`config.mk`:
```
export PLATFORM = sky130hd
export DESIGN_NAME = bulk_pingpong_mgr
export DESIGN_NICKNAME = d
export VERILOG_FILES = /design/src/rtl/pp_pkg.sv /design/src/rtl/pp_slot.sv /design/src/rtl/pp_steer.sv /design/src/rtl/bulk_pingpong_mgr.sv
export SDC_FILE = /design/constraint.sdc
export NUM_CORES = 1
export LEC_CHECK = 0
export BUFFER_PORTS_ARGS = -buffer_cell sky130_fd_sc_hd__buf_2
export CORE_MARGIN = 10
export CORE_UTILIZATION = 46
export DETAILED_ROUTE_END_ITERATION = 8
export PLACE_DENSITY_LB_ADDON = 0.3
export SLEW_MARGIN = 40
export SYNTH_ARGS = -nofsm -noshare
export SYNTH_HDL_FRONTEND = slang
export SYNTH_HIERARCHICAL = 1
export SYNTH_SLANG_ARGS = --single-unit
```
`constraint.sdc`:
```
create_clock -name clk -period 1.5 [get_ports clk]
set_input_delay 0.075 -clock clk [delete_from_list [all_inputs] [get_ports clk]]
set_output_delay 0.075 -clock clk [all_outputs]
set_load 0.02 [all_outputs]
```
`src/rtl/pp_pkg.sv`:
```
package pp_pkg;
  localparam int MAX_BYTES = 64;
  localparam int CNT_W     = $clog2(MAX_BYTES + 1);

  typedef logic [CNT_W-1:0] bytecnt_t;

  typedef enum logic {
    SLOT_ONE = 1'b0,
    SLOT_TWO = 1'b1
  } slot_e;
endpackage

```
`src/rtl/pp_slot.sv`:
```
// One buffer's bookkeeping: occupancy flag and stored byte count.
module pp_slot #(
  parameter int CNT_W = 7
) (
  input  logic             clk,
  input  logic             rst,
  input  logic             fill_i,
  input  logic             free_i,
  input  logic [CNT_W-1:0] len_i,
  output logic             full_o,
  output logic [CNT_W-1:0] cnt_o
);
  always_ff @(posedge clk) begin
    if (rst) begin
      full_o <= 1'b0;
      cnt_o  <= '0;
    end else if (fill_i) begin
      // fill wins over free: a freed slot may be refilled in the same cycle
      full_o <= 1'b1;
      cnt_o  <= len_i;
    end else if (free_i) begin
      full_o <= 1'b0;
    end
  end
endmodule

```
`src/rtl/pp_steer.sv`:
```
// Combinational decision: applies the command first, then places the packet.
module pp_steer #(
  parameter int NSLOT = 2
) (
  input  logic             act_i,
  input  logic [NSLOT-1:0] full_i,
  input  logic             cmd_i,
  input  logic             pkt_i,
  output logic [NSLOT-1:0] free_o,
  output logic [NSLOT-1:0] fill_o,
  output logic [NSLOT-1:0] full_next_o,
  output logic             act_next_o,
  output logic             accept_o
);
  logic             cmd_eff;
  logic [NSLOT-1:0] full_mid;
  logic             tgt;

  always_comb begin
    cmd_eff  = cmd_i & full_i[act_i];
    free_o   = '0;
    free_o[act_i] = cmd_eff;
    full_mid = full_i & ~free_o;
    act_next_o = cmd_eff ? ~act_i : act_i;

    fill_o   = '0;
    accept_o = 1'b0;
    tgt      = act_next_o;
    if (pkt_i) begin
      if (!full_mid[act_next_o]) begin
        tgt      = act_next_o;
        accept_o = 1'b1;
      end else if (!full_mid[~act_next_o]) begin
        tgt      = ~act_next_o;
        accept_o = 1'b1;
      end
    end
    fill_o[tgt]  = accept_o;
    full_next_o  = full_mid | fill_o;
  end
endmodule

```
`src/rtl/bulk_pingpong_mgr.sv`:
```
module bulk_pingpong_mgr #(
  parameter int MAX_BYTES    = pp_pkg::MAX_BYTES,
  parameter bit HAS_VALIDATE = 1'b1,
  localparam int CNT_W       = $clog2(MAX_BYTES + 1),
  localparam int NSLOT       = 2
) (
  input  logic             clk,
  input  logic             rst,
  input  logic             pkt_done,
  input  logic [CNT_W-1:0] pkt_len,
  input  logic             sw_clear,
  input  logic             sw_validate,
  output logic             active_sel,
  output logic             active_full,
  output logic [CNT_W-1:0] active_count,
  output logic             nak_o,
  output logic             ep_irq
);
  logic             cmd;
  logic [NSLOT-1:0] full_q;
  logic [CNT_W-1:0] cnt_q [NSLOT];
  logic [NSLOT-1:0] free_v, fill_v, full_nx;
  logic             act_nx, accept;
  logic [CNT_W-1:0] cnt_nx_act;

  generate
    if (HAS_VALIDATE) begin : g_val
      assign cmd = sw_clear | sw_validate;
    end else begin : g_noval
      assign cmd = sw_clear;
    end
  endgenerate

  pp_steer #(.NSLOT(NSLOT)) u_steer (
    .act_i       (active_sel),
    .full_i      (full_q),
    .cmd_i       (cmd),
    .pkt_i       (pkt_done),
    .free_o      (free_v),
    .fill_o      (fill_v),
    .full_next_o (full_nx),
    .act_next_o  (act_nx),
    .accept_o    (accept)
  );

  generate
    for (genvar i = 0; i < NSLOT; i++) begin : g_slot
      pp_slot #(.CNT_W(CNT_W)) u_slot (
        .clk    (clk),
        .rst    (rst),
        .fill_i (fill_v[i]),
        .free_i (free_v[i]),
        .len_i  (pkt_len),
        .full_o (full_q[i]),
        .cnt_o  (cnt_q[i])
      );
    end
  endgenerate

  always_comb begin
    if (fill_v[act_nx])       cnt_nx_act = pkt_len;
    else if (full_nx[act_nx]) cnt_nx_act = cnt_q[act_nx];
    else                      cnt_nx_act = '0;
  end

  always_ff @(posedge clk) begin
    if (rst) begin
      active_sel   <= pp_pkg::SLOT_ONE;
      active_full  <= 1'b0;
      active_count <= '0;
      nak_o        <= 1'b0;
      ep_irq       <= 1'b0;
    end else begin
      active_sel   <= act_nx;
      active_full  <= full_nx[act_nx];
      active_count <= cnt_nx_act;
      nak_o        <= &full_nx;
      ep_irq       <= accept;
    end
  end
endmodule

```
After elaboration in Yosys (flattened, before gate mapping)
Index checks and enable logic that the tools add are counted.
- bits in registers: 27
- latch bits: 0
- memory bits (writable): 0
- memory bits (read-only): 0
- output and inout port bits: 11
- logic and storage cells: 61
- memories kept: 0
- add/subtract/negate cells: 0
- multipliers: 0
- div/mod/pow operators: 0
- $lt $le $gt $ge: 7
- eq/ne operators: 0
- shift operators: 0
- mux-type cells: 30
- bitwise gates (word level): 10
- reductions and logical operators: 5
- operators by type and width (operator ; number):
    $mux W7 ; 5
    $mux W1 ; 23
    $lt A1 B2 Y1 const B ; 4
    $and A2 B2 Y2 ; 3
    $reduce_bool A2 Y1 ; 2
    $demux W1 S1 ; 2
    $ge A1 B1 Y1 const B ; 2
    $ge A2 B2 Y1 const B ; 1
    $logic_and A1 B1 Y1 ; 2
    $not A1 Y1 ; 2
    $not A1 Y2 ; 1
    $not A2 Y2 ; 1
    $or A2 B2 Y2 ; 1
    $reduce_and A2 Y1 ; 1
    $and A1 B1 Y1 ; 1
    $or A1 B1 Y1 ; 1

Longest topological paths before layout
- depth in word-level cells: 22
- mapped depth: 7

Modules after synthesis
Netlist, hierarchy kept.
- by module, submodules not included (module ; instances ; cells each ; area an instance (µm²) ; sequential area each (µm²)):
    pp_slot ; 2 ; 27 ; 286.5 ; 160.2
    bulk_pingpong_mgr ; 1 ; 38 ; 451.7 ; 220.2
    pp_steer ; 1 ; 21 ; 108.9 ; 0.0

Worst setup path before layout
Ideal clock, no wire load.
- path kind: reg-to-reg
- from: register active_sel
- to: register active_count[4]
- setup time: 129 ps
- data arrival time: 1462 ps
- required time: 1371 ps
- setup slack: -91 ps
- cell stages (with the launch flop): 7
- path buffers: 1
- cell sequence: dfxtp_1 and3_2 nor2_1 buf_6 mux2i_1 nor2_4 o2bb2ai_1
- cells in the longest elaborated chain, start to end: 22
- RTL lines (element ; line ; text):
    start, declared ; bulk_pingpong_mgr.sv:13 ; output logic active_sel,
    start signal, assigned ; bulk_pingpong_mgr.sv:68 ; active_sel <= pp_pkg::SLOT_ONE;
    start signal, assigned ; bulk_pingpong_mgr.sv:74 ; active_sel <= act_nx;
    $lt A1 B2 Y1 (implied by the code) / $ge A1 B1 Y1 (equally long branches) ; pp_steer.sv:22 ; free_o[act_i] = cmd_eff;
    $logic_and A1 B1 Y1 (implied by the code) ; pp_steer.sv:22 ;
    $mux W1 (implied by the code) ; pp_steer.sv:22 ;
    $demux W1 S1 ; - ;
    $and A2 B2 Y2 (no line) (*) ; - ;
    net free_v[1] ; bulk_pingpong_mgr.sv:22 ; logic [NSLOT-1:0] free_v, fill_v, full_nx;
    $not A2 Y2 (*) ; pp_steer.sv:23 ; full_mid = full_i & ~free_o;
    $and A2 B2 Y2 (*) ; pp_steer.sv:23 ;
    [... 6 more ...] ; - ;
    $logic_and A1 B1 Y1 (implied by the code) ; pp_steer.sv:38 ; fill_o[tgt] = accept_o;
    $mux W1 (implied by the code) ; pp_steer.sv:38 ;
    $demux W1 S1 ; - ;
    $and A2 B2 Y2 (no line) ; - ;
    $or A2 B2 Y2 ; pp_steer.sv:39 ; full_next_o = full_mid | fill_o;
    $mux W1 (implied by the code) (2 in series) ; bulk_pingpong_mgr.sv:62 ; else if (full_nx[act_nx]) cnt_nx_act = cnt_q[act_nx];
    $mux W7 ; bulk_pingpong_mgr.sv:62 ;
    $mux W7 (*) ; bulk_pingpong_mgr.sv:61 ; if (fill_v[act_nx]) cnt_nx_act = pkt_len;
    end signal, assigned ; bulk_pingpong_mgr.sv:76 ; active_count <= cnt_nx_act;
    end, declared ; bulk_pingpong_mgr.sv:15 ; output logic [CNT_W-1:0] active_count,
Mark *: on every way through the listed nets, which the timed path passes. The rest lies on a longest branch. The select of a mux whose other input is x is not followed.
A chain may end at the register's enable or synchronous reset.

Worst setup path after layout
- from: register g_slot[1].u_slot.full_o
- to: register g_slot[0].u_slot.cnt_o[1]
- cells in the longest elaborated chain, start to end: 16
- RTL lines (element ; line ; text):
    start, declared ; pp_slot.sv:10 ; output logic full_o,
    start signal, assigned ; pp_slot.sv:15 ; full_o <= 1'b0;
    start signal, assigned ; pp_slot.sv:19 ; full_o <= 1'b1;
    start signal, assigned ; pp_slot.sv:22 ; full_o <= 1'b0;
    $mux W1 (implied by the code) (2 in series) ; pp_steer.sv:20 ; cmd_eff = cmd_i & full_i[act_i];
    $and A1 B1 Y1 ; pp_steer.sv:20 ;
    $and A2 B2 Y2 (no line) ; - ;
    $not A2 Y2 ; pp_steer.sv:23 ;
    $and A2 B2 Y2 ; pp_steer.sv:23 ;
    $mux W1 (implied by the code) (2 in series) ; pp_steer.sv:33 ; end else if (!full_mid[~act_next_o]) begin
    $mux W1 ; pp_steer.sv:33 ;
    $mux W1 ; pp_steer.sv:30 ; if (!full_mid[act_next_o]) begin
    $mux W1 ; pp_steer.sv:29 ; if (pkt_i) begin
    $lt A1 B2 Y1 (implied by the code) / $ge A1 B1 Y1 (equally long branches) ; pp_steer.sv:38 ;
    $logic_and A1 B1 Y1 (implied by the code) ; pp_steer.sv:38 ;
    $mux W1 (implied by the code) ; pp_steer.sv:38 ;
    $demux W1 S1 ; - ;
    $and A2 B2 Y2 (no line) (*) ; - ;
    net fill_v[0] ; bulk_pingpong_mgr.sv:22 ;
    end signal, assigned ; pp_slot.sv:20 ; cnt_o <= len_i;
    end, declared ; pp_slot.sv:11 ; output logic [CNT_W-1:0] cnt_o
Marks and branches as above.

==> key figures <==
Global routing
  • Initial antenna violation count: 0
  • First-pass GRT wire length: roughly 4300 um
  • Number of global-route vias before repair: approximately 1,000
  • Largest net degree at the start of global routing: 22
  • Congestion Overflow GR: 0
  • Tot GR Track Use: around a tenth

Clock tree
  • H-Tree Depth: 1
  • CTS buffer count: 3
  • CTS tree: done
  • Clock sinks: 27
  • Root Driver: clkbuf_4
  • Worst skew pair latency: roughly 0.32 ns
  • Clock Tree Buf Depth: 2
  • Reg clk slew, reported paths: 0.15 ns

Synthesis
  • Sequential area share after synthesis: a little under half
  • Post-synth EDFFs: 0
  • Synth Warn #: 6
  • Yosys reg bits: 27
  • Synth async-reset ratio: 0%
  • Largest area contributor in the netlist: dfxtp_1
  • Main synth FF type: dfxtp_1
  • Cell with the most instances after synthesis: dfxtp_1
  • Synthesized Nets: approximately 130
  • Number of cells produced by synthesis: between 100 and 150
  • Syn_area_per_cell: between 10 and 15 um2
  • Synth cell types: 22
  • Synth top area cells: dfxtp_1, mux2i_1, nor2_1, o2bb2ai_1, buf_6
  • Post-Syn Area: around 1100 um2
  • Top cells by count, synth: dfxtp_1, mux2i_1, nor2_1
  • Top cell type's share of synthesized area: between 40% and 50%

Power
  • Reg power frac: around half
  • Switching power: between 400 and 500 uW
  • Sw frac: a little under a third
  • Combinational power share: 29.6%
  • VDD IR max: between 0.7 and 0.8 mV
  • P_leak: 0.667 nW
  • PD cells: approximately 1100 nW/um2
  • Clock power frac: 20.0%
  • Power consumption: roughly 1.6 mW
  • Internal power: ~1.1 mW

Routing
  • Initial DRT Pass Iterations: 4
  • # DRC: 0
  • 1st-iter DRT viols: 15
  • Vias per Instance: 5.18
  • WL/cell: about 13 um
  • Routed vias: between 900 and 1,000
  • Post-route ant nets: 0
  • Detailed Route WL: 2430 um

Timing
  • Final Setup Violations: 7
  • Fin crit share: 103%
  • Clk_skew: 0.00140 ns
  • Slew HR: between 70% and 80%
  • Highest clock rate: roughly 650 MHz
  • RSZ-0062 raised after global routing: true
  • Hold Vio Cnt, Final: 0
  • Setup TNS Final: -0.138 ns
  • Min cycle time layout: about 1.5 ns
  • Worst-Margin Slew: between 0.3 and 0.4 ns
  • Slew Limit Fails: 0
  • Post-route worst setup slack: -0.0383 ns

Final layout
  • Layout cells sized above 1: a little over a third
  • Fillers: 170
  • Fin nets: about 170
  • ANT cells: 0
  • Layout area overhead: 34.0%

Floorplanning
  • Die H: about 70 um
  • Core area: around 2300 um2
  • I/O pins: 23
  • Initial Util: 49.8%
  • DIE AREA: 4850 um2
  • Rows: 17
  • Die X: between 60 and 70 um

Run status
  • Outcome: complete, but fails checks
  • Failing checks: negative setup slack

Worst setup path
  • Startpoint Class: register
  • CP endpoint kind: register
  • Critical path data required time: roughly 1.7 ns
  • CP max stage cell: dfxtp_4
  • CP max FO: 6
  • Worst EP arrival: roughly 1.8 ns
  • Peak per-stage delay on the critical path: about 0.40 ns
  • Crit Path Class: register to register
  • Crit path cell chain: and2b_4, o22a_1, nor2_4, buf_6, buf_12, mux2i_1, nor2_1
  • Buf/Inv on CP: 2
  • Crit-path leading delay family: flip-flops

Place
  • Routability cong.: between 0.7 and 0.8
  • PortBufs: 22
  • DP HPWL: 1770 um

Min path
  • Worst min path class: input port to register

Run
  • Max cap viols: 0
state kept, by name, summed over array words and instances (netlist names):
name                  cells
g_slot.u_slot/cnt_o      14
active_count              7
g_slot.u_slot/full_o      2
active_full               1
active_sel                1
ep_irq                    1
nak_o                     1
worst paths after layout:
path	to	startpoint	cells past startpoint	slack (ns)
max	g_slot[0].u_slot/cnt_o[1]	g_slot[1].u_slot/full_o	7	-0.04
min reg2reg	g_slot[0].u_slot/cnt_o[2]	g_slot[0].u_slot/cnt_o[2]	2	0.51
max reg2reg	g_slot[0].u_slot/cnt_o[1]	g_slot[1].u_slot/full_o	7	-0.04
min	nak_o	pkt_done	5	0.15
placed cells by master (no fill, tap or decap), types with 2 or more instances in the layout:
cell / synthesis / final
a21oi_1: 4 / 4
and2b_2: 2 / 2
buf_2: 0 / 22
buf_4: 0 / 12
buf_6: 3 / 2
clkbuf_4: 0 / 3
dfxtp_1: 27 / 24
dfxtp_4: 0 / 2
dlygate4sd3_1: 0 / 7
inv_1: 4 / 4
mux2i_1: 23 / 22
nand2_1: 5 / 5
nand2b_1: 2 / 2
nor2_1: 22 / 18
nor2_2: 0 / 3
nor2_4: 1 / 2
o21ai_0: 2 / 2
o2bb2ai_1: 7 / 7
kinds of logic after synthesis:
group | share of synthesized area, %
compound gates | 10.7
simple gates | 16.3
buf+inv | 4.97
mux | 20.3
flops | 47.7
final cells by class:
type	count	area (um2)	area share, %
Multi-Input combinational cell	77	577	38.0
Sequential cell	27	549	36.2
Timing Repair Buffer	44	313	20.6
Tap cell	28	35.0	2.31
Clock buffer	3	22.5	1.48
Inverter	4	15.0	0.988
Clock inverter	1	7.51	0.494
stage by stage:
stage               area [um2]  util (%)  hold WS [ns]  setup slack, ns  cells
floorplan                 1150         -         0.147          0.00431    113
detailed placement        1350      59.3         0.315           -0.228    170
global route              1520      66.7         0.165           -0.120    184
CTS                       1500      66.0         0.132          -0.0347    183
global placement          1350      59.3         0.307           -0.178    170
finish                    1520      66.7         0.149          -0.0383    184
power groups by stage:
stage                     sequential, mW  clock [mW]  combinational [mW]
after CTS                          0.818       0.331               0.473
after global routing               0.827       0.370               0.521
after floorplan                    0.860           0               0.258
final                              0.817       0.324               0.480
after global placement             0.829           0               0.415
after detailed placement           0.834           0               0.423
worst register-to-register path, stage by stage, from the launching register on:
cell and delay, ns:
dfxtp_4 0.40, and2b_4 0.19, o22a_1 0.20, nor2_4 0.14, buf_6 0.13, buf_12 0.11
mux2i_1 0.20, nor2_1 0.07
routing by layer:
metal	vias to the layer above	global-route usage, %	wire (um)
met5	-	0	0
met4	0	3.26	17
met3	2	3.28	181
met2	28	17.4	1230
met1	449	11.1	1000
li1	474	-	-
what timing repair did:
action | in CTS | in global routing
pin swaps | 4 | 1
endpoints found under the setup margin | 15 | 18
buffers inserted | 2 | 1
hold buffers | 7 | 0
endpoints found under the hold margin | 8 | 0
resized for setup | 6 | 4
(Power assumes the default switching activity.)
